File: config.mk
export PLATFORM = sky130hd
export DESIGN_NAME = swire_pulse_monitor
export DESIGN_NICKNAME = d
export VERILOG_FILES = /design/src/rtl/swire_mon_pkg.sv /design/src/rtl/swire_pulse_timer.sv /design/src/rtl/swire_pulse_classifier.sv /design/src/rtl/swire_frame_fsm.sv /design/src/rtl/swire_pulse_monitor.sv
export SDC_FILE = /design/constraint.sdc
export NUM_CORES = 1
export LEC_CHECK = 0
export ABC_AREA = 1
export BUFFER_PORTS_ARGS = -buffer_cell sky130_fd_sc_hd__buf_2
export CORE_AREA = 2 2 110 112
export CTS_BUF_LIST = sky130_fd_sc_hd__clkbuf_4 sky130_fd_sc_hd__clkbuf_8 sky130_fd_sc_hd__clkbuf_16
export CTS_CLUSTER_DIAMETER = 30
export CTS_CLUSTER_SIZE = 16
export DETAILED_ROUTE_END_ITERATION = 10
export DIE_AREA = 0 0 112 114
export PLACE_DENSITY = 0.42
export SLEW_MARGIN = 0
export SYNTH_ARGS = -nofsm -noshare
export SYNTH_HDL_FRONTEND = slang
export SYNTH_SLANG_ARGS = --single-unit
File: constraint.sdc
create_clock -name clk -period 2.5 [get_ports clk]
set_clock_uncertainty 0.05 [all_clocks]
set_input_delay 0.25 -clock clk [delete_from_list [all_inputs] [get_ports clk]]
set_output_delay 0.25 -clock clk [all_outputs]
set_load 0.02 [all_outputs]
File: src/rtl/swire_mon_pkg.sv
package swire_mon_pkg;

    typedef enum logic [1:0] {
        CLS_ZERO  = 2'b00,
        CLS_ONE   = 2'b01,
        CLS_BREAK = 2'b10,
        CLS_NONE  = 2'b11
    } pulse_cls_t;

    typedef enum logic {
        PT_IDLE = 1'b0,
        PT_LOW  = 1'b1
    } timer_st_t;

    typedef enum logic [1:0] {
        FR_ADDR = 2'b00,
        FR_DIR  = 2'b01,
        FR_DATA = 2'b10
    } frame_st_t;

    // microseconds to clock cycles, truncating
    function automatic int unsigned us_to_cycles(input longint unsigned hz,
                                                 input longint unsigned us);
        longint unsigned prod;
        prod = (hz * us) / 64'd1_000_000;
        return prod[31:0];
    endfunction

endpackage

File: src/rtl/swire_pulse_timer.sv
module swire_pulse_timer
    import swire_mon_pkg::*;
#(
    parameter int CNT_W   = 16,
    parameter int SAT_VAL = 1000
) (
    input  logic             clk,
    input  logic             rst,
    input  logic             line_in,
    output logic             pulse_done,
    output logic [CNT_W-1:0] pulse_width
);
    localparam logic [CNT_W-1:0] SAT_LIM = CNT_W'(SAT_VAL);
    localparam logic [CNT_W-1:0] ONE_CNT = CNT_W'(1);

    timer_st_t        st;
    logic             line_q;
    logic [CNT_W-1:0] cnt;
    logic             fall;
    logic             rise_end;

    // line_q resets low so a line already low at release shows no fall
    assign fall     = line_q & ~line_in;
    assign rise_end = (st == PT_LOW) & line_in;

    // state register and width counter
    always_ff @(posedge clk) begin
        if (rst) begin
            st     <= PT_IDLE;
            line_q <= 1'b0;
            cnt    <= '0;
        end else begin
            line_q <= line_in;
            unique case (st)
                PT_IDLE: begin
                    if (fall) begin
                        st  <= PT_LOW;
                        cnt <= ONE_CNT;
                    end
                end
                PT_LOW: begin
                    if (line_in) begin
                        st <= PT_IDLE;
                    end else if (cnt != SAT_LIM) begin
                        cnt <= cnt + ONE_CNT;
                    end
                end
                default: st <= PT_IDLE;
            endcase
        end
    end

    // outputs
    always_ff @(posedge clk) begin
        if (rst) begin
            pulse_done  <= 1'b0;
            pulse_width <= '0;
        end else begin
            pulse_done <= rise_end;
            if (rise_end) begin
                pulse_width <= cnt;
            end
        end
    end

endmodule

File: src/rtl/swire_pulse_classifier.sv
module swire_pulse_classifier
    import swire_mon_pkg::*;
#(
    parameter int          CNT_W    = 16,
    parameter int unsigned BRK_CYC  = 380,
    parameter int unsigned ZMIN_CYC = 172,
    parameter int unsigned ZMAX_CYC = 290,
    parameter int unsigned OMIN_CYC = 34,
    parameter int unsigned OMAX_CYC = 100
) (
    input  logic [CNT_W-1:0] width,
    output pulse_cls_t       cls
);
    logic [31:0] w32;

    assign w32 = 32'(width);

    always_comb begin
        if (w32 > BRK_CYC) begin
            cls = CLS_BREAK;
        end else if (w32 >= ZMIN_CYC && w32 <= ZMAX_CYC) begin
            cls = CLS_ZERO;
        end else if (w32 >= OMIN_CYC && w32 <= OMAX_CYC) begin
            cls = CLS_ONE;
        end else begin
            cls = CLS_NONE;
        end
    end

endmodule

File: src/rtl/swire_frame_fsm.sv
module swire_frame_fsm
    import swire_mon_pkg::*;
#(
    parameter int ADDR_W = 7,
    parameter int DATA_W = 8
) (
    input  logic              clk,
    input  logic              rst,
    input  logic              pulse_done,
    input  pulse_cls_t        cls,
    output logic              bit_stb,
    output logic [1:0]        bit_cls,
    output logic              txn_valid,
    output logic [ADDR_W-1:0] txn_addr,
    output logic              txn_write,
    output logic [DATA_W-1:0] txn_data
);
    localparam int IDX_W = $clog2((ADDR_W > DATA_W) ? ADDR_W : DATA_W);
    localparam logic [IDX_W-1:0] ADDR_LAST = IDX_W'(ADDR_W - 1);
    localparam logic [IDX_W-1:0] DATA_LAST = IDX_W'(DATA_W - 1);
    localparam logic [IDX_W-1:0] IDX_ONE   = IDX_W'(1);

    frame_st_t         st;
    logic [IDX_W-1:0]  idx;
    logic [ADDR_W-1:0] addr_sr;
    logic [DATA_W-1:0] data_sr;
    logic              dir_q;
    logic              is_bit;
    logic              bval;
    logic              last_bit;

    assign is_bit   = pulse_done & ((cls == CLS_ZERO) | (cls == CLS_ONE));
    assign bval     = (cls == CLS_ONE);
    assign last_bit = is_bit & (st == FR_DATA) & (idx == DATA_LAST);

    // state register and partial frame
    always_ff @(posedge clk) begin
        if (rst) begin
            st      <= FR_ADDR;
            idx     <= '0;
            addr_sr <= '0;
            data_sr <= '0;
            dir_q   <= 1'b0;
        end else if (pulse_done && cls == CLS_BREAK) begin
            st      <= FR_ADDR;
            idx     <= '0;
            addr_sr <= '0;
            data_sr <= '0;
            dir_q   <= 1'b0;
        end else if (is_bit) begin
            unique case (st)
                FR_ADDR: begin
                    addr_sr <= {bval, addr_sr[ADDR_W-1:1]};
                    if (idx == ADDR_LAST) begin
                        st  <= FR_DIR;
                        idx <= '0;
                    end else begin
                        idx <= idx + IDX_ONE;
                    end
                end
                FR_DIR: begin
                    dir_q <= bval;
                    st    <= FR_DATA;
                    idx   <= '0;
                end
                FR_DATA: begin
                    if (idx == DATA_LAST) begin
                        st      <= FR_ADDR;
                        idx     <= '0;
                        data_sr <= '0;
                    end else begin
                        data_sr <= {bval, data_sr[DATA_W-1:1]};
                        idx     <= idx + IDX_ONE;
                    end
                end
                default: begin
                    st  <= FR_ADDR;
                    idx <= '0;
                end
            endcase
        end
    end

    // outputs
    always_ff @(posedge clk) begin
        if (rst) begin
            bit_stb   <= 1'b0;
            bit_cls   <= 2'b00;
            txn_valid <= 1'b0;
            txn_addr  <= '0;
            txn_write <= 1'b0;
            txn_data  <= '0;
        end else begin
            bit_stb   <= pulse_done & (cls != CLS_NONE);
            txn_valid <= last_bit;
            if (pulse_done) begin
                bit_cls <= cls;
            end
            if (last_bit) begin
                txn_addr  <= addr_sr;
                txn_write <= dir_q;
                txn_data  <= {bval, data_sr[DATA_W-1:1]};
            end
        end
    end

endmodule

File: src/rtl/swire_pulse_monitor.sv
module swire_pulse_monitor
    import swire_mon_pkg::*;
#(
    parameter longint unsigned CLK_HZ      = 200_000_000,
    parameter int unsigned     BRK_US      = 190,
    parameter int unsigned     ZERO_MIN_US = 86,
    parameter int unsigned     ZERO_MAX_US = 145,
    parameter int unsigned     ONE_MIN_US  = 17,
    parameter int unsigned     ONE_MAX_US  = 50,
    parameter int              ADDR_W      = 7,
    parameter int              DATA_W      = 8
) (
    input  logic              clk,
    input  logic              rst,
    input  logic              line_in,
    output logic              bit_stb,
    output logic [1:0]        bit_cls,
    output logic              txn_valid,
    output logic [ADDR_W-1:0] txn_addr,
    output logic              txn_write,
    output logic [DATA_W-1:0] txn_data
);
    localparam int unsigned BRK_CYC  = us_to_cycles(CLK_HZ, 64'(BRK_US));
    localparam int unsigned ZMIN_CYC = us_to_cycles(CLK_HZ, 64'(ZERO_MIN_US));
    localparam int unsigned ZMAX_CYC = us_to_cycles(CLK_HZ, 64'(ZERO_MAX_US));
    localparam int unsigned OMIN_CYC = us_to_cycles(CLK_HZ, 64'(ONE_MIN_US));
    localparam int unsigned OMAX_CYC = us_to_cycles(CLK_HZ, 64'(ONE_MAX_US));
    localparam int          SAT_VAL  = int'(BRK_CYC) + 1;
    localparam int          CNT_W    = $clog2(SAT_VAL + 1);

    logic             pulse_done;
    logic [CNT_W-1:0] pulse_width;
    pulse_cls_t       cls;

    swire_pulse_timer #(
        .CNT_W  (CNT_W),
        .SAT_VAL(SAT_VAL)
    ) u_timer (
        .clk        (clk),
        .rst        (rst),
        .line_in    (line_in),
        .pulse_done (pulse_done),
        .pulse_width(pulse_width)
    );

    swire_pulse_classifier #(
        .CNT_W   (CNT_W),
        .BRK_CYC (BRK_CYC),
        .ZMIN_CYC(ZMIN_CYC),
        .ZMAX_CYC(ZMAX_CYC),
        .OMIN_CYC(OMIN_CYC),
        .OMAX_CYC(OMAX_CYC)
    ) u_cls (
        .width(pulse_width),
        .cls  (cls)
    );

    swire_frame_fsm #(
        .ADDR_W(ADDR_W),
        .DATA_W(DATA_W)
    ) u_frame (
        .clk       (clk),
        .rst       (rst),
        .pulse_done(pulse_done),
        .cls       (cls),
        .bit_stb   (bit_stb),
        .bit_cls   (bit_cls),
        .txn_valid (txn_valid),
        .txn_addr  (txn_addr),
        .txn_write (txn_write),
        .txn_data  (txn_data)
    );

endmodule

* Yosys cells after proc, flatten, opt, wreduce, memory -nomap -nowiden *
Index checks and enable logic that the tools add are counted.
Widths: inputs -> output; s select.

word-level totals
  bits in registers = 76
  input bits = 3
  output and inout port bits = 20
  logic and storage cells = 73

cells by class
  add/sub/neg operators = 2
  $lt $le $gt $ge = 5
  equality and inequality tests = 13
  muxes and demuxes = 17
  bitwise logic cells = 9
  reductions and logical operators = 11

operators by type and width
  kind                   number
  $mux 16                3
  $pmux 16 s2            1
  $add 16x1->16 const B  1
  $ge 16x12->1 const B   1
  $ge 16x15->1 const B   1
  $gt 16x16->1 const B   1
  $le 16x14->1 const B   1
  $le 16x15->1 const B   1
  $ne 16x16->1 const B   1
  $mux 2                 5
  $mux 8                 1
  $ne 2x2->1 const B     4
  $and 1x1->1            6
  $eq 3x3->1 const B     2
  $mux 3                 2
  $pmux 2 s3             1
  $pmux 3 s2             1
  $reduce_and 2->1       3
  $reduce_and 3->1       2
  $eq 2x1->1 const B     2
  $eq 2x2->1 const B     2
  $logic_not 2->1        2
  $ne 2x1->1 const B     2
  $add 3x1->3 const B    1
  other kinds (6)        10

* Depth between registers and ports, before layout *
Gate-level depths: netlist (run 1).

  depth in word-level cells = 10
  gate-level depth with buffers = 14
  mapped depth without buffers = 13

* Hierarchy *
Synthesis (run 1) repeated with hierarchy kept, for this count alone.

second synthesis, totals
  cells, all modules = 583
  area total of the unflattened synthesis = 3773.6 sq um

by module, submodules not included
  module                  instances  cells an instance  area each (sq um)  seq. area each (sq um)
  swire_pulse_timer       1          256                1717.9             700.7
  swire_frame_fsm         1          237                1667.8             800.8
  swire_pulse_classifier  1          90                 387.9              0.0

* Worst setup path after synthesis (run 1) *
Ideal clock, no wire load.

  path type = reg2reg
  from = register u_timer.pulse_width[15]
  to = register u_frame.txn_addr[6]
  data arrival time = 1.419 ns
  required time = 2.337 ns
  path slack = 0.919 ns
  stages on the path, launching flop included = 14
  path buffers = 2
  cells stage by stage = dfxtp_1 buf_6 nor2_4 inv_2 nor2_2 and2_1 nand2_1 nand2_1 nand2_2 nand2_4 nand4_4 buf_2 nor2_1 nor2_1

between the ends
  longest elaborated chain between the ends = 10
  elaborated cells between the ends (all ways) = 16
  those cells by class = order compare (5); eq/ne (1); mux (3); bitwise (4); reduce/logical (3)

RTL lines
  element                                               line                          RTL
  start: declaration                                    swire_pulse_timer.sv:11       output logic [CNT_W-1:0] pulse_width
  start signal: assignment                              swire_pulse_timer.sv:61       pulse_width <= cnt;
  $ge 16x12->1 / $le 16x14->1 (equally long branches)   swire_pulse_classifier.sv:23  end else if (w32 >= OMIN_CYC && w32 <= OMAX_CYC) begin
  $logic_and 1x1->1                                     swire_pulse_classifier.sv:23
  $mux 2                                                swire_pulse_classifier.sv:23
  $mux 2                                                swire_pulse_classifier.sv:21  end else if (w32 >= ZMIN_CYC && w32 <= ZMAX_CYC) begin
  $mux 2 (*)                                            swire_pulse_classifier.sv:19  if (w32 > BRK_CYC) begin
  $eq 2x1->1 / $logic_not 2->1 (equally long branches)  swire_frame_fsm.sv:32         assign is_bit = pulse_done & ((cls == CLS_ZERO) | (cls == CLS_ONE));
  $or 1x1->1 (*)                                        swire_frame_fsm.sv:32
  $and 1x1->1 (*)                                       swire_frame_fsm.sv:32
  $and 1x1->1 (*) (2 in series)                         swire_frame_fsm.sv:34         assign last_bit = is_bit & (st == FR_DATA) & (idx == DATA_LAST);
  end signal: assignment                                swire_frame_fsm.sv:100        txn_addr <= addr_sr;
  end: declaration                                      swire_frame_fsm.sv:14         output logic [ADDR_W-1:0] txn_addr,

Mark *: on every way between the ends. The rest lies on a longest branch, timed or not.
A chain may end at the register's enable or synchronous reset.

* Worst setup path in the final report (run 1) *
  from = register u_timer.pulse_width[15]
  to = register u_frame.txn_addr[3]

Same word-level chain as after synthesis.

==> impl_results.html, run 1 <==
<table>
<tr><th>Metric</th><th>Value</th></tr>
<tr><th colspan="2">Floorplanning</th></tr>
<tr><td>Row count</td><td>40</td></tr>
<tr><td>Die Span X</td><td>112 um</td></tr>
<tr><td>Die area</td><td>0.0128 mm^2</td></tr>
<tr><td>Height of the die</td><td>114 um</td></tr>
<tr><td>Initial Utilization</td><td>30.1%</td></tr>
<tr><td>Core Region</td><td>0.0117 mm^2</td></tr>
<tr><td>Ports</td><td>23</td></tr>
<tr><th colspan="2">Drt</th></tr>
<tr><td>Total number of vias</td><td>3139</td></tr>
<tr><td>Number of remaining DRC errors</td><td>0</td></tr>
<tr><td>Number of detailed-route iterations in the first pass</td><td>4</td></tr>
<tr><td>Average routed wire per standard cell</td><td>12.1 um</td></tr>
<tr><td>Total Routed Length</td><td>8.27 mm</td></tr>
<tr><td>Via-per-instance ratio</td><td>4.60</td></tr>
<tr><td>Remaining number of nets flagged by the antenna check after routing</td><td>0</td></tr>
<tr><td>Number of DRC markers after the initial detailed-route iteration</td><td>135</td></tr>
<tr><th colspan="2">Global route</th></tr>
<tr><td>Combined global-route utilization of all metal layers</td><td>14.0%</td></tr>
<tr><td>First-pass GRT wire length</td><td>14.3 mm</td></tr>
<tr><td>Total global routing overflow</td><td>0</td></tr>
<tr><td>Maximum number of pins on one net before global-route repair</td><td>37</td></tr>
<tr><td>Number of antenna violations at the first check in global routing</td><td>0</td></tr>
<tr><td>Vias in the first global route</td><td>2984</td></tr>
<tr><th colspan="2">Synth</th></tr>
<tr><td>Async set or reset register ratio after synthesis</td><td>0%</td></tr>
<tr><td>Most used flip-flop cell after synthesis</td><td>sky130_fd_sc_hd__dfxtp_1</td></tr>
<tr><td>Post-synthesis instance area</td><td>0.00353 mm^2</td></tr>
<tr><td>Synth Area in Simple Gates</td><td>32.4%</td></tr>
<tr><td>Area share of xor/xnor cells in the synthesized design</td><td>0.745%</td></tr>
<tr><td>Most instantiated cells after synthesis</td><td>114 x sky130_fd_sc_hd__nand2_1, 75 x sky130_fd_sc_hd__dfxtp_1, 75 x sky130_fd_sc_hd__nor2_1, 54 x sky130_fd_sc_hd__a21oi_1, 54 x sky130_fd_sc_hd__inv_1</td></tr>
<tr><td>Post-synthesis share of cell area spent on full adders, half adders and majority gates</td><td>1.77%</td></tr>
<tr><td>Number of synthesized register bits</td><td>75</td></tr>
<tr><td>Net count of the mapped netlist</td><td>520</td></tr>
<tr><td>Yosys top cell by area</td><td>sky130_fd_sc_hd__dfxtp_1</td></tr>
<tr><td>EDFF count, synth</td><td>0</td></tr>
<tr><td>Biggest area contributors in the synthesized netlist</td><td>sky130_fd_sc_hd__dfxtp_1 43%, sky130_fd_sc_hd__nand2_1 12%, sky130_fd_sc_hd__nor2_1 8.0%</td></tr>
<tr><td>Most used standard cell by instance count after synthesis</td><td>sky130_fd_sc_hd__nand2_1</td></tr>
<tr><td>Largest family of logic cells by synthesized area</td><td>simple AND/OR/NAND/NOR gates</td></tr>
<tr><td>Sequential cell area fraction in the yosys report</td><td>42.6%</td></tr>
<tr><td>Compound-gate portion of the synthesized area</td><td>13.1%</td></tr>
<tr><td>Multiplexer area fraction after synthesis</td><td>0%</td></tr>
<tr><td>Syn Inst Count</td><td>512</td></tr>
<tr><td>Netlist cell types</td><td>29</td></tr>
<tr><td>Avg Inst Size Synth</td><td>6.89 um^2</td></tr>
<tr><td>Number of warnings reported in the yosys synthesis log</td><td>0</td></tr>
<tr><td>Fraction of post-synthesis cell area in the top cell type by area</td><td>42.6%</td></tr>
<tr><th colspan="2">CTS</th></tr>
<tr><td>Number of CTS-inserted buffers</td><td>9</td></tr>
<tr><td>Max H-tree Level</td><td>3</td></tr>
<tr><td>Quantity of hold-fixing buffers added after cts</td><td>0</td></tr>
<tr><td>Number of post-CTS setup repair buffers</td><td>0</td></tr>
<tr><td>Max Root-Sink Buffers</td><td>2</td></tr>
<tr><td>Number of resized instances in the post-cts repair step</td><td>0</td></tr>
<tr><td>CTS clock-pin slew for the worst setup and hold paths</td><td>0.06 ns</td></tr>
<tr><td>CTS tree</td><td>built</td></tr>
<tr><td>Total number of clock tree sinks</td><td>75</td></tr>
<tr><td>Clock root buffer</td><td>sky130_fd_sc_hd__clkbuf_16</td></tr>
<tr><td>Worst skew pair latency</td><td>0.34 ns</td></tr>
<tr><th colspan="2">Pwr</th></tr>
<tr><td>Worst ir drop on vdd</td><td>0.301 mV</td></tr>
<tr><td>Power density relative to cell area</td><td>651 mW/mm^2</td></tr>
<tr><td>Total Power</td><td>2.63 mW</td></tr>
<tr><td>Lkg Pwr</td><td>1.77 nW</td></tr>
<tr><th colspan="2">Worst setup path</th></tr>
<tr><td>Top cell family by delay on the critical path</td><td>simple AND/OR/NAND/NOR gates</td></tr>
<tr><td>Crit path max fanout</td><td>33</td></tr>
<tr><td>Crit-path slowest cell</td><td>sky130_fd_sc_hd__dfxtp_1</td></tr>
<tr><td>Nature of the critical path endpoint</td><td>flip-flop</td></tr>
<tr><td>Required time reported for the critical path endpoint</td><td>2.68 ns</td></tr>
<tr><td>Worst setup path category</td><td>reg -&gt; reg</td></tr>
<tr><td>Cell-by-cell trace of the critical path</td><td>nor2_4 &gt; inv_2 &gt; nor2_2 &gt; and2_1 &gt; nand2_1 &gt; nand2_1 &gt; nand2_2 &gt; nand2_4 &gt; nand4_4 &gt; nor2_1 &gt; nor2_1</td></tr>
<tr><td>Critical path buffers and inverters</td><td>1</td></tr>
<tr><td>Arrival time at the worst endpoint</td><td>2.30 ns</td></tr>
<tr><td>Delay of the slowest cell on the worst path</td><td>0.41 ns</td></tr>
<tr><td>Startpoint types</td><td>flip-flop</td></tr>
<tr><th colspan="2">Cells and area</th></tr>
<tr><td>Layout cells sized above 1</td><td>10.6%</td></tr>
<tr><td>Filler cell count in the final layout</td><td>1309</td></tr>
<tr><td>Layout overhead on the synthesized area</td><td>14.7%</td></tr>
<tr><td>Inserted Diodes</td><td>0</td></tr>
<tr><td>Post-layout nets</td><td>540</td></tr>
<tr><th colspan="2">Placed design</th></tr>
<tr><td>Half-perimeter wire length of the detailed placement result</td><td>5.95 mm</td></tr>
<tr><td>Pre-CTS setup slack</td><td>0.386 ns</td></tr>
<tr><td>Final weighted congestion in routability-driven placement</td><td>0.849</td></tr>
<tr><td>Port-buffer cells</td><td>22</td></tr>
<tr><th colspan="2">STA</th></tr>
<tr><td>Share of the cycle needed by the critical path after routing</td><td>85.0%</td></tr>
<tr><td>Max Clk Rate</td><td>0.471 GHz</td></tr>
<tr><td>Number of pins with negative max-slew slack in the final report</td><td>0</td></tr>
<tr><td>Transition at the pin with the smallest max-transition slack</td><td>0.476 ns</td></tr>
<tr><td>Worst rel slew slack</td><td>68.2%</td></tr>
<tr><td>Min Clock Period, post-route</td><td>2.13 ns</td></tr>
<tr><td>Final sum of negative setup slack</td><td>0 ns</td></tr>
<tr><td>Number of endpoints with negative hold slack in the final report</td><td>0</td></tr>
<tr><td>Final critical-path setup slack</td><td>0.375 ns</td></tr>
<tr><td>Total of endpoints with negative setup slack in the final report</td><td>0</td></tr>
<tr><td>Setup repair after global routing missed its margin</td><td>no</td></tr>
<tr><th colspan="2">Outcome</th></tr>
<tr><td>Status</td><td>complete, no violations</td></tr>
<tr><th colspan="2">Hold path</th></tr>
<tr><td>Min-Delay Path Class</td><td>in -&gt; reg</td></tr>
<tr><th colspan="2">Job</th></tr>
<tr><td>Maximum Capacitance Violations</td><td>0</td></tr>
</table>
## cells by family after synthesis
| family | after synthesis |
|---|---|
| flops | 75 |
| compound gates | 89 |
| xor+xnor | 3 |
| buf+inv | 77 |
| simple gates | 263 |
| fa+ha+maj | 5 |
## layout make-up
class	instances	area, um^2	share of cell area (%)
multi-input combinational	360	1690	41.8
tap	147	184	4.55
timing repair buffer	27	148	3.65
inverter	59	221	5.47
sequential	75	1500	37.1
clock buffer	11	246	6.09
clock inverter	4	51.3	1.27
## report_power, final
group / switching [mW] / internal [mW]
Combinational: 0.0794 / 0.0298
Sequential: 0.0130 / 1.21
Clock: 0.498 / 0.805
Total: 0.590 / 2.04
## metrics by stage
step,std cells,hold WS [ns],util (%),instance area (um^2)
after floorplan,512,0.325,-,3530
after global placement,668,0.407,32.0,3750
after detailed placement,668,0.410,32.0,3750
after CTS,683,0.102,34.5,4050
after global routing,683,0.123,34.5,4050
final,683,0.117,34.5,4050
## path summary, 6_finish.rpt
kind / startpoint / endpoint / slack (ns) / cells after the start
min: line_in / u_timer.line_q$_SDFF_PP0_ / 0.12 / 3
max: u_timer.pulse_width[15]$_SDFFE_PP0P_ / u_frame.txn_addr[3]$_SDFFE_PP0P_ / 0.37 / 11
min reg2reg: u_frame.addr_sr[0]$_SDFFE_PP0P_ / u_frame.addr_sr[0]$_SDFFE_PP0P_ / 0.42 / 2
max reg2reg: u_timer.pulse_width[15]$_SDFFE_PP0P_ / u_frame.txn_addr[3]$_SDFFE_PP0P_ / 0.37 / 11
## worst min-delay path: cells and delay by family
family | cells | cell delay (ns)
buf+inv | 2 | 0.15
simple gates | 1 | 0.07
## registers in the layout, indices dropped and copies added, names as in the netlist, 2 cells and up
register and cells:
u_frame.txn_data 8, u_frame.txn_addr 7, u_frame.st 2, u_timer.cnt 16, u_frame.data_sr 7, u_frame.addr_sr 7, u_frame.idx 3, u_frame.bit_cls 2
u_timer.pulse_width 16
## routing by layer
| layer | share of wire, % | up-vias | global-route usage [%] |
|---|---|---|---|
| met3 | 3.9 | 15 | 3.51 |
| met4 | 2.4 | 0 | 6.42 |
| met2 | 42 | 41 | 21.0 |
| met1 | 52 | 1394 | 19.0 |
| met5 | 0 | - | 0 |
| li1 | - | 1689 | - |
## placed cells by master, fill, tap and decap left out, types with 3 or more instances in the layout
master,netlist,routed
sky130_fd_sc_hd__nand2_1,114,114
sky130_fd_sc_hd__nor2_1,75,75
sky130_fd_sc_hd__dfxtp_1,75,75
sky130_fd_sc_hd__inv_1,54,54
sky130_fd_sc_hd__a21oi_1,54,54
sky130_fd_sc_hd__nand3_1,39,39
sky130_fd_sc_hd__o21ai_0,28,28
sky130_fd_sc_hd__buf_2,5,22
sky130_fd_sc_hd__nand4_1,12,12
sky130_fd_sc_hd__nor3_1,9,9
sky130_fd_sc_hd__clkbuf_16,0,9
sky130_fd_sc_hd__ha_1,5,5
sky130_fd_sc_hd__buf_4,2,5
sky130_fd_sc_hd__inv_2,4,4
sky130_fd_sc_hd__nor2_2,4,4
sky130_fd_sc_hd__nand2_2,3,3
sky130_fd_sc_hd__xor2_1,3,3
No activity file was read; power rests on OpenSTA's default activity.
==> run 2: changes to the inputs <==
--- a/config.mk
+++ b/config.mk
@@ -5,7 +5,6 @@
 export SDC_FILE = /design/constraint.sdc
 export NUM_CORES = 1
 export LEC_CHECK = 0
-export ABC_AREA = 1
 export BUFFER_PORTS_ARGS = -buffer_cell sky130_fd_sc_hd__buf_2
 export CORE_AREA = 2 2 110 112
 export CTS_BUF_LIST = sky130_fd_sc_hd__clkbuf_4 sky130_fd_sc_hd__clkbuf_8 sky130_fd_sc_hd__clkbuf_16
@@ -13,6 +12,7 @@
 export CTS_CLUSTER_SIZE = 16
 export DETAILED_ROUTE_END_ITERATION = 10
 export DIE_AREA = 0 0 112 114
+export GPL_TIMING_DRIVEN = 0
 export PLACE_DENSITY = 0.42
 export SLEW_MARGIN = 0
 export SYNTH_ARGS = -nofsm -noshare
==> run 2 against run 1 <==
First-iteration DRC count is 3.7% higher. Via count down 10%. Largest power group unchanged. Count of clock-buffer cells in the layout grew 2. Global-route usage fell by 0.71 points. Synthesized area shrank 0.74%. Clock power barely moved. Combinational power down 44%. Register-to-register slack worse by 0.26 ns. Die area did not move.
==> impl_results.html, run 2 <==
<table>
<tr><th>Metric</th><th>Value</th></tr>
<tr><th colspan="2">Outcome</th></tr>
<tr><td>Status</td><td>complete, no violations</td></tr>
<tr><th colspan="2">Worst setup path</th></tr>
<tr><td>Top cell family by delay on the critical path</td><td>simple AND/OR/NAND/NOR gates</td></tr>
<tr><td>Worst reg2reg path startpoint</td><td>u_timer.pulse_width[9]$_SDFFE_PP0P_</td></tr>
<tr><td>Crit path max fanout</td><td>10</td></tr>
<tr><td>Worst setup path category</td><td>reg -&gt; reg</td></tr>
<tr><td>Cell-by-cell trace of the critical path</td><td>or4b_4 &gt; o21ai_1 &gt; and2_4 &gt; nor3_4 &gt; buf_12 &gt; buf_12 &gt; mux2i_1</td></tr>
<tr><td>Crit-path slowest cell</td><td>sky130_fd_sc_hd__or4b_4</td></tr>
<tr><td>Startpoint types</td><td>flip-flop</td></tr>
<tr><td>Required time reported for the critical path endpoint</td><td>2.67 ns</td></tr>
<tr><td>Arrival time at the worst endpoint</td><td>2.55 ns</td></tr>
<tr><td>Nature of the critical path endpoint</td><td>flip-flop</td></tr>
<tr><td>Cell depth of the worst flop-to-flop path</td><td>7</td></tr>
<tr><td>Reg2Reg Capture Point</td><td>u_frame.txn_data[1]$_SDFFE_PP0P_</td></tr>
<tr><td>Most frequent cell on the critical path</td><td>sky130_fd_sc_hd__buf_12</td></tr>
<tr><td>Slack of the worst reg-to-reg path</td><td>0.12 ns</td></tr>
<tr><td>Delay of the slowest cell on the worst path</td><td>0.56 ns</td></tr>
<tr><td>Critical path buffers and inverters</td><td>2</td></tr>
<tr><th colspan="2">Cells and area</th></tr>
<tr><td>Layout cells sized above 1</td><td>17.6%</td></tr>
<tr><td>Most frequent standard cell in the layout excluding fill and tap cells</td><td>sky130_fd_sc_hd__nand2_1</td></tr>
<tr><td>Inserted Diodes</td><td>0</td></tr>
<tr><td>Final instance area</td><td>0.00419 mm^2</td></tr>
<tr><td>Post-layout nets</td><td>442</td></tr>
<tr><td>Layout overhead on the synthesized area</td><td>19.8%</td></tr>
<tr><td>Highest-count cells in the layout ignoring fill and taps</td><td>90 x sky130_fd_sc_hd__nand2_1, 73 x sky130_fd_sc_hd__dfxtp_1, 28 x sky130_fd_sc_hd__a21oi_1, 28 x sky130_fd_sc_hd__mux2i_1, 24 x sky130_fd_sc_hd__nor2_1</td></tr>
<tr><td>Largest registers</td><td>u_timer.cnt: 16 flops, u_timer.pulse_width: 16 flops, u_frame.txn_data: 8 flops</td></tr>
<tr><th colspan="2">Synth</th></tr>
<tr><td>Yosys top cell by area</td><td>sky130_fd_sc_hd__dfxtp_1</td></tr>
<tr><td>Biggest area contributors in the synthesized netlist</td><td>sky130_fd_sc_hd__dfxtp_1 43%, sky130_fd_sc_hd__nand2_1 9.6%, sky130_fd_sc_hd__mux2i_1 8.0%</td></tr>
<tr><td>Number of warnings reported in the yosys synthesis log</td><td>0</td></tr>
<tr><td>Syn Inst Count</td><td>393</td></tr>
<tr><td>Fraction of post-synthesis cell area in the top cell type by area</td><td>42.9%</td></tr>
<tr><td>EDFF count, synth</td><td>0</td></tr>
<tr><td>Most used flip-flop cell after synthesis</td><td>sky130_fd_sc_hd__dfxtp_1</td></tr>
<tr><td>Post-synthesis instance area</td><td>0.00350 mm^2</td></tr>
<tr><td>Netlist cell types</td><td>66</td></tr>
<tr><td>Sequential cell area fraction in the yosys report</td><td>42.9%</td></tr>
<tr><td>Avg Inst Size Synth</td><td>8.91 um^2</td></tr>
<tr><td>Number of synthesized register bits</td><td>75</td></tr>
<tr><td>Most used standard cell by instance count after synthesis</td><td>sky130_fd_sc_hd__nand2_1</td></tr>
<tr><td>Net count of the mapped netlist</td><td>401</td></tr>
<tr><td>Async set or reset register ratio after synthesis</td><td>0%</td></tr>
<tr><td>Most instantiated cells after synthesis</td><td>90 x sky130_fd_sc_hd__nand2_1, 75 x sky130_fd_sc_hd__dfxtp_1, 28 x sky130_fd_sc_hd__a21oi_1, 28 x sky130_fd_sc_hd__mux2i_1, 24 x sky130_fd_sc_hd__nor2_1</td></tr>
<tr><th colspan="2">Hold path</th></tr>
<tr><td>Min-Delay Path Class</td><td>in -&gt; reg</td></tr>
<tr><td>Beginning of the worst hold path</td><td>line_in</td></tr>
<tr><td>Min-Delay Path Depth</td><td>2</td></tr>
<tr><td>Hold path endpoint</td><td>u_timer.line_q$_SDFF_PP0_</td></tr>
<tr><th colspan="2">Drt</th></tr>
<tr><td>Via-per-instance ratio</td><td>4.82</td></tr>
<tr><td>Remaining number of nets flagged by the antenna check after routing</td><td>0</td></tr>
<tr><td>Number of remaining DRC errors</td><td>0</td></tr>
<tr><td>Number of detailed-route iterations in the first pass</td><td>4</td></tr>
<tr><td>Average routed wire per standard cell</td><td>14.0 um</td></tr>
<tr><td>Total Routed Length</td><td>8.18 mm</td></tr>
<tr><td>Total number of vias</td><td>2820</td></tr>
<tr><td>Number of DRC markers after the initial detailed-route iteration</td><td>140</td></tr>
<tr><th colspan="2">STA</th></tr>
<tr><td>Worst rel slew slack</td><td>45.3%</td></tr>
<tr><td>Number of pins with negative max-slew slack in the final report</td><td>0</td></tr>
<tr><td>Min Clock Period, post-route</td><td>2.38 ns</td></tr>
<tr><td>Total of endpoints with negative setup slack in the final report</td><td>0</td></tr>
<tr><td>Max Clk Rate</td><td>0.419 GHz</td></tr>
<tr><td>Share of the cycle needed by the critical path after routing</td><td>95.4%</td></tr>
<tr><td>Worst-case hold slack</td><td>0.198 ns</td></tr>
<tr><td>Final critical-path setup slack</td><td>0.116 ns</td></tr>
<tr><td>Transition at the pin with the smallest max-transition slack</td><td>0.813 ns</td></tr>
<tr><td>Number of endpoints with negative hold slack in the final report</td><td>0</td></tr>
<tr><th colspan="2">CTS</th></tr>
<tr><td>CTS tree</td><td>built</td></tr>
<tr><td>Total number of clock tree sinks</td><td>75</td></tr>
<tr><td>Worst skew pair latency</td><td>0.33 ns</td></tr>
<tr><td>CTS clock-pin slew for the worst setup and hold paths</td><td>0.06 ns</td></tr>
<tr><td>Number of CTS-inserted buffers</td><td>9</td></tr>
<tr><td>Max Root-Sink Buffers</td><td>2</td></tr>
<tr><td>Max H-tree Level</td><td>3</td></tr>
<tr><td>Clock root buffer</td><td>sky130_fd_sc_hd__clkbuf_16</td></tr>
<tr><th colspan="2">Placed design</th></tr>
<tr><td>Placement Cell Area</td><td>0.00379 mm^2</td></tr>
<tr><td>Final weighted congestion in routability-driven placement</td><td>0.771</td></tr>
<tr><td>Pre-CTS setup slack</td><td>-0.0922 ns</td></tr>
<tr><td>Port-buffer cells</td><td>21</td></tr>
<tr><td>Half-perimeter wire length of the detailed placement result</td><td>5.89 mm</td></tr>
<tr><th colspan="2">Global route</th></tr>
<tr><td>Vias in the first global route</td><td>2686</td></tr>
<tr><td>Total global routing overflow</td><td>0</td></tr>
<tr><td>Combined global-route utilization of all metal layers</td><td>13.3%</td></tr>
<tr><td>Number of antenna violations at the first check in global routing</td><td>0</td></tr>
<tr><td>First-pass GRT wire length</td><td>13.7 mm</td></tr>
<tr><td>Maximum number of pins on one net before global-route repair</td><td>12</td></tr>
<tr><th colspan="2">Floorplanning</th></tr>
<tr><td>Height of the die</td><td>114 um</td></tr>
<tr><td>Core Region</td><td>0.0117 mm^2</td></tr>
<tr><td>Initial Utilization</td><td>29.9%</td></tr>
<tr><td>Row count</td><td>40</td></tr>
<tr><td>Die Span X</td><td>112 um</td></tr>
<tr><td>Ports</td><td>23</td></tr>
<tr><td>Die area</td><td>0.0128 mm^2</td></tr>
<tr><th colspan="2">Pwr</th></tr>
<tr><td>Worst ir drop on vdd</td><td>0.313 mV</td></tr>
<tr><td>Power density relative to cell area</td><td>614 mW/mm^2</td></tr>
<tr><td>Lkg Pwr</td><td>1.59 nW</td></tr>
<tr><th colspan="2">Job</th></tr>
<tr><td>Maximum Capacitance Violations</td><td>0</td></tr>
</table>
## run 2: logic make-up (layout without fill, tap and decap cells)
logic type | count (synthesis) | count (layout) | share of synthesized area, %
xor gates and xnor gates | 12 | 12 | 3.00
AOI/OAI and AO/OA | 69 | 69 | 13.6
and+or+nand+nor | 178 | 178 | 25.9
buffers and inverters | 26 | 71 | 4.79
adders and majority gates | 5 | 5 | 1.79
muxes | 28 | 28 | 8.01
DFF | 75 | 75 | 42.9
## run 2: cell type report
type	count	area, um^2
Timing Repair Buffer	30	185
Fill cell	1245	7520
Clock inverter	2	35.0
Buffer	18	141
Clock buffer	13	268
Multi-Input combinational cell	292	1850
Inverter	8	30.0
Sequential cell	75	1500
Tap cell	147	184
## run 2: worst max path at each step
stage          depth (start not counted)                                 start  slack [ns]                          endpoint
5_1_grt                                8   u_timer.pulse_width[4]$_SDFFE_PP0P_       -0.02  u_frame.txn_data[7]$_SDFFE_PP0P_
2_1_floorplan                          8  u_timer.pulse_width[11]$_SDFFE_PP0P_        0.19  u_frame.txn_data[7]$_SDFFE_PP0P_
4_1_cts                                9  u_timer.pulse_width[15]$_SDFFE_PP0P_        0.02  u_frame.txn_addr[4]$_SDFFE_PP0P_
6_report                               7   u_timer.pulse_width[9]$_SDFFE_PP0P_        0.12  u_frame.txn_data[1]$_SDFFE_PP0P_
3_5_place_dp                           7   u_timer.pulse_width[4]$_SDFFE_PP0P_       -0.09    u_frame.txn_write$_SDFFE_PP0P_
3_3_place_gp                           7   u_timer.pulse_width[4]$_SDFFE_PP0P_       -0.08  u_frame.txn_data[3]$_SDFFE_PP0P_
## run 2: what timing repair did
action / CTS / global route
setup endpoints to repair: 10 / 27
setup buffers: 3 / 6
pin swaps: 1 / 2
resized for setup: 0 / 5
hold buffers: 0 / 0
## run 2: metrics by stage
stage | util, % | total power [mW] | cells | TNS (ns)
after floorplan | - | 1.27 | 393 | 0
after global placement | 32.4 | 1.29 | 561 | -0.761
after detailed placement | 32.4 | 1.29 | 561 | -0.804
after CTS | 35.2 | 2.62 | 579 | 0
after global routing | 35.8 | 2.67 | 585 | -0.0513
final | 35.8 | 2.58 | 585 | 0
## run 2: power breakdown
| part | total (mW) | switching [mW] | internal (mW) | leakage, nW |
|---|---|---|---|---|
| combinational | 0.0608 | 0.0426 | 0.0181 | 0.833 |
| sequential | 1.20 | 0.00429 | 1.20 | 0.605 |
| clock | 1.31 | 0.470 | 0.842 | 0.153 |
| total | 2.58 | 0.517 | 2.06 | 1.59 |
## run 2: per-layer routing
layer / wire length (um) / up-vias / track usage [%] / part of all wire [%]
met5: 0 / - / 0 / 0
met4: 177 / 0 / 5.12 / 2.2
met3: 224 / 11 / 3.35 / 2.7
met2: 3800 / 41 / 21.5 / 46
met1: 3980 / 1298 / 17.1 / 49
li1: - / 1470 / - / -
==> run 3: changes to the inputs <==
==> constraint.sdc (replaced) <==
create_clock -name clk -period 2.4 [get_ports clk]
set_clock_uncertainty 0.05 [all_clocks]
set_input_delay 0.24 -clock clk [delete_from_list [all_inputs] [get_ports clk]]
set_output_delay 0.24 -clock clk [all_outputs]
set_load 0.02 [all_outputs]
==> run 3 against run 2 <==
Wire length grew 0.83%. Cell count grew 0.68%. Die area is the same. Flip-flop and latch count is the same. Combinational power grew 3%. Critical path type unchanged. Setup slack lost 0.044 ns. Sequential share of layout area shrank 0.68 points. Global-route usage grew 0.11 points. Largest power group unchanged. Power grew 4.1%. Core utilization grew 0.78 points. Register-to-register slack lost 0.04 ns.
==> impl_results.html, run 3 (synthesis results as in run 2) <==
<table>
<tr><th>Metric</th><th>Value</th></tr>
<tr><th colspan="2">Outcome</th></tr>
<tr><td>Status</td><td>complete, no violations</td></tr>
<tr><th colspan="2">STA</th></tr>
<tr><td>Number of pins with negative max-slew slack in the final report</td><td>0</td></tr>
<tr><td>Share of the cycle needed by the critical path after routing</td><td>97.0%</td></tr>
<tr><td>Max Clk Rate</td><td>0.429 GHz</td></tr>
<tr><td>Number of endpoints with negative hold slack in the final report</td><td>0</td></tr>
<tr><td>Transition at the pin with the smallest max-transition slack</td><td>0.813 ns</td></tr>
<tr><td>Total of endpoints with negative setup slack in the final report</td><td>0</td></tr>
<tr><td>Worst rel slew slack</td><td>45.4%</td></tr>
<tr><td>Min Clock Period, post-route</td><td>2.33 ns</td></tr>
<tr><td>Setup repair after global routing missed its margin</td><td>yes</td></tr>
<tr><th colspan="2">Pwr</th></tr>
<tr><td>Total Power</td><td>2.68 mW</td></tr>
<tr><td>Worst ir drop on vdd</td><td>0.325 mV</td></tr>
<tr><td>Power density relative to cell area</td><td>626 mW/mm^2</td></tr>
<tr><td>Lkg Pwr</td><td>1.63 nW</td></tr>
<tr><th colspan="2">Worst setup path</th></tr>
<tr><td>Critical path buffers and inverters</td><td>2</td></tr>
<tr><td>Delay of the slowest cell on the worst path</td><td>0.38 ns</td></tr>
<tr><td>Most frequent cell on the critical path</td><td>sky130_fd_sc_hd__buf_6</td></tr>
<tr><td>Cell-by-cell trace of the critical path</td><td>buf_6 &gt; or2_4 &gt; or3_4 &gt; o32a_4 &gt; a22o_2 &gt; nand4b_1 &gt; buf_6 &gt; mux2i_1</td></tr>
<tr><td>Top cell family by delay on the critical path</td><td>compound AO/OA/AOI/OAI gates</td></tr>
<tr><td>Worst setup path category</td><td>reg -&gt; reg</td></tr>
<tr><td>Crit path max fanout</td><td>9</td></tr>
<tr><td>Crit-path slowest cell</td><td>sky130_fd_sc_hd__o32a_4</td></tr>
<tr><td>Startpoint types</td><td>flip-flop</td></tr>
<tr><td>Arrival time at the worst endpoint</td><td>2.54 ns</td></tr>
<tr><td>Required time reported for the critical path endpoint</td><td>2.61 ns</td></tr>
<tr><td>Nature of the critical path endpoint</td><td>flip-flop</td></tr>
<tr><th colspan="2">Placed design</th></tr>
<tr><td>Port-buffer cells</td><td>21</td></tr>
<tr><td>Half-perimeter wire length of the detailed placement result</td><td>5.89 mm</td></tr>
<tr><td>Final weighted congestion in routability-driven placement</td><td>0.771</td></tr>
<tr><th colspan="2">Cells and area</th></tr>
<tr><td>Utilization after layout</td><td>36.6%</td></tr>
<tr><td>Highest-count cells in the layout ignoring fill and taps</td><td>90 x sky130_fd_sc_hd__nand2_1, 70 x sky130_fd_sc_hd__dfxtp_1, 28 x sky130_fd_sc_hd__a21oi_1, 28 x sky130_fd_sc_hd__mux2i_1, 24 x sky130_fd_sc_hd__nor2_1</td></tr>
<tr><td>Layout cells sized above 1</td><td>20.4%</td></tr>
<tr><td>Inserted Diodes</td><td>0</td></tr>
<tr><td>Largest registers</td><td>u_timer.cnt: 16 flops, u_timer.pulse_width: 16 flops, u_frame.txn_data: 8 flops</td></tr>
<tr><td>Most frequent standard cell in the layout excluding fill and tap cells</td><td>sky130_fd_sc_hd__nand2_1</td></tr>
<tr><td>Filler cell count in the final layout</td><td>1233</td></tr>
<tr><td>Layout overhead on the synthesized area</td><td>22.4%</td></tr>
<tr><td>Post-layout nets</td><td>446</td></tr>
<tr><th colspan="2">Drt</th></tr>
<tr><td>Average routed wire per standard cell</td><td>14.0 um</td></tr>
<tr><td>Total number of vias</td><td>2855</td></tr>
<tr><td>Remaining number of nets flagged by the antenna check after routing</td><td>0</td></tr>
<tr><td>Number of DRC markers after the initial detailed-route iteration</td><td>117</td></tr>
<tr><td>Number of detailed-route iterations in the first pass</td><td>6</td></tr>
<tr><td>Via-per-instance ratio</td><td>4.85</td></tr>
<tr><td>Total Routed Length</td><td>8.25 mm</td></tr>
<tr><td>Number of remaining DRC errors</td><td>0</td></tr>
<tr><th colspan="2">Global route</th></tr>
<tr><td>Number of antenna violations at the first check in global routing</td><td>0</td></tr>
<tr><td>Total global routing overflow</td><td>0</td></tr>
<tr><td>Maximum number of pins on one net before global-route repair</td><td>12</td></tr>
<tr><td>Vias in the first global route</td><td>2727</td></tr>
<tr><td>First-pass GRT wire length</td><td>13.9 mm</td></tr>
<tr><td>Combined global-route utilization of all metal layers</td><td>13.4%</td></tr>
<tr><th colspan="2">Floorplanning</th></tr>
<tr><td>Ports</td><td>23</td></tr>
<tr><td>Die Span X</td><td>112 um</td></tr>
<tr><td>Die area</td><td>0.0128 mm^2</td></tr>
<tr><td>Initial Utilization</td><td>29.9%</td></tr>
<tr><td>Height of the die</td><td>114 um</td></tr>
<tr><td>Row count</td><td>40</td></tr>
<tr><td>Core Region</td><td>0.0117 mm^2</td></tr>
<tr><th colspan="2">CTS</th></tr>
<tr><td>Max H-tree Level</td><td>3</td></tr>
<tr><td>CTS tree</td><td>built</td></tr>
<tr><td>Total number of clock tree sinks</td><td>75</td></tr>
<tr><td>Clock root buffer</td><td>sky130_fd_sc_hd__clkbuf_16</td></tr>
<tr><td>Max Root-Sink Buffers</td><td>2</td></tr>
<tr><td>Number of CTS-inserted buffers</td><td>9</td></tr>
<tr><td>CTS clock-pin slew for the worst setup and hold paths</td><td>0.05 ns</td></tr>
<tr><td>Quantity of hold-fixing buffers added after cts</td><td>0</td></tr>
<tr><td>Worst skew pair latency</td><td>0.33 ns</td></tr>
<tr><th colspan="2">Job</th></tr>
<tr><td>Maximum Capacitance Violations</td><td>0</td></tr>
<tr><th colspan="2">Hold path</th></tr>
<tr><td>Min-Delay Path Class</td><td>in -&gt; reg</td></tr>
</table>
-- run 3: timing repair --
item	4_1_cts	5_1_grt
cloned	0	1
buffers inserted	8	5
resized for setup	2	16
setup endpoints to repair	26	34
pin swaps	3	5
-- run 3: cell type report --
class | instances | area [um^2] | area share [%]
multi-input cells | 292 | 1890 | 44.0
flip-flops and latches | 75 | 1510 | 35.2
clock buffers | 13 | 268 | 6.25
repair buffers | 35 | 244 | 5.69
well taps | 147 | 184 | 4.29
plain buffers | 17 | 130 | 3.04
clock inverters | 2 | 35.0 | 0.818
inverters | 8 | 30.0 | 0.701
-- run 3: per-layer routing --
layer  vias up  wire length [um]  GRT usage (%)
li1       1479                 -              -
met1      1320              3930           17.2
met2        43              3880           21.7
met3        13               235           3.35
met4         0               209           5.53
met5         -                 0              0
-- run 3: worst paths after layout --
| check | cells past startpoint | endpoint | slack [ns] | from |
|---|---|---|---|---|
| max | 8 | u_frame.addr_sr[6]$_SDFFE_PP0P_ | 0.07 | u_timer.pulse_width[15]$_SDFFE_PP0P_ |
| min | 2 | u_timer.line_q$_SDFF_PP0_ | 0.19 | line_in |
| max reg2reg | 8 | u_frame.addr_sr[6]$_SDFFE_PP0P_ | 0.07 | u_timer.pulse_width[15]$_SDFFE_PP0P_ |
| min reg2reg | 2 | u_frame.txn_addr[6]$_SDFFE_PP0P_ | 0.40 | u_frame.txn_addr[6]$_SDFFE_PP0P_ |
-- run 3: report_power, final --
part	internal, mW	leakage (nW)	switching (mW)
logic	0.0179	0.873	0.0444
clock network	0.877	0.153	0.489
registers	1.25	0.607	0.00448
total	2.14	1.63	0.538
-- run 3: stage by stage --
step	setup WS (ns)	hold WS [ns]	TNS (ns)	area, um^2	cells
after global routing	-0.0174	0.202	-0.0538	4290	589
after CTS	0.00335	0.174	0	4180	584
after global placement	-0.180	0.390	-2.15	3790	561
after detailed placement	-0.192	0.396	-2.23	3790	561
after floorplan	0.0927	0.345	0	3500	393
final	0.0713	0.187	0	4290	589
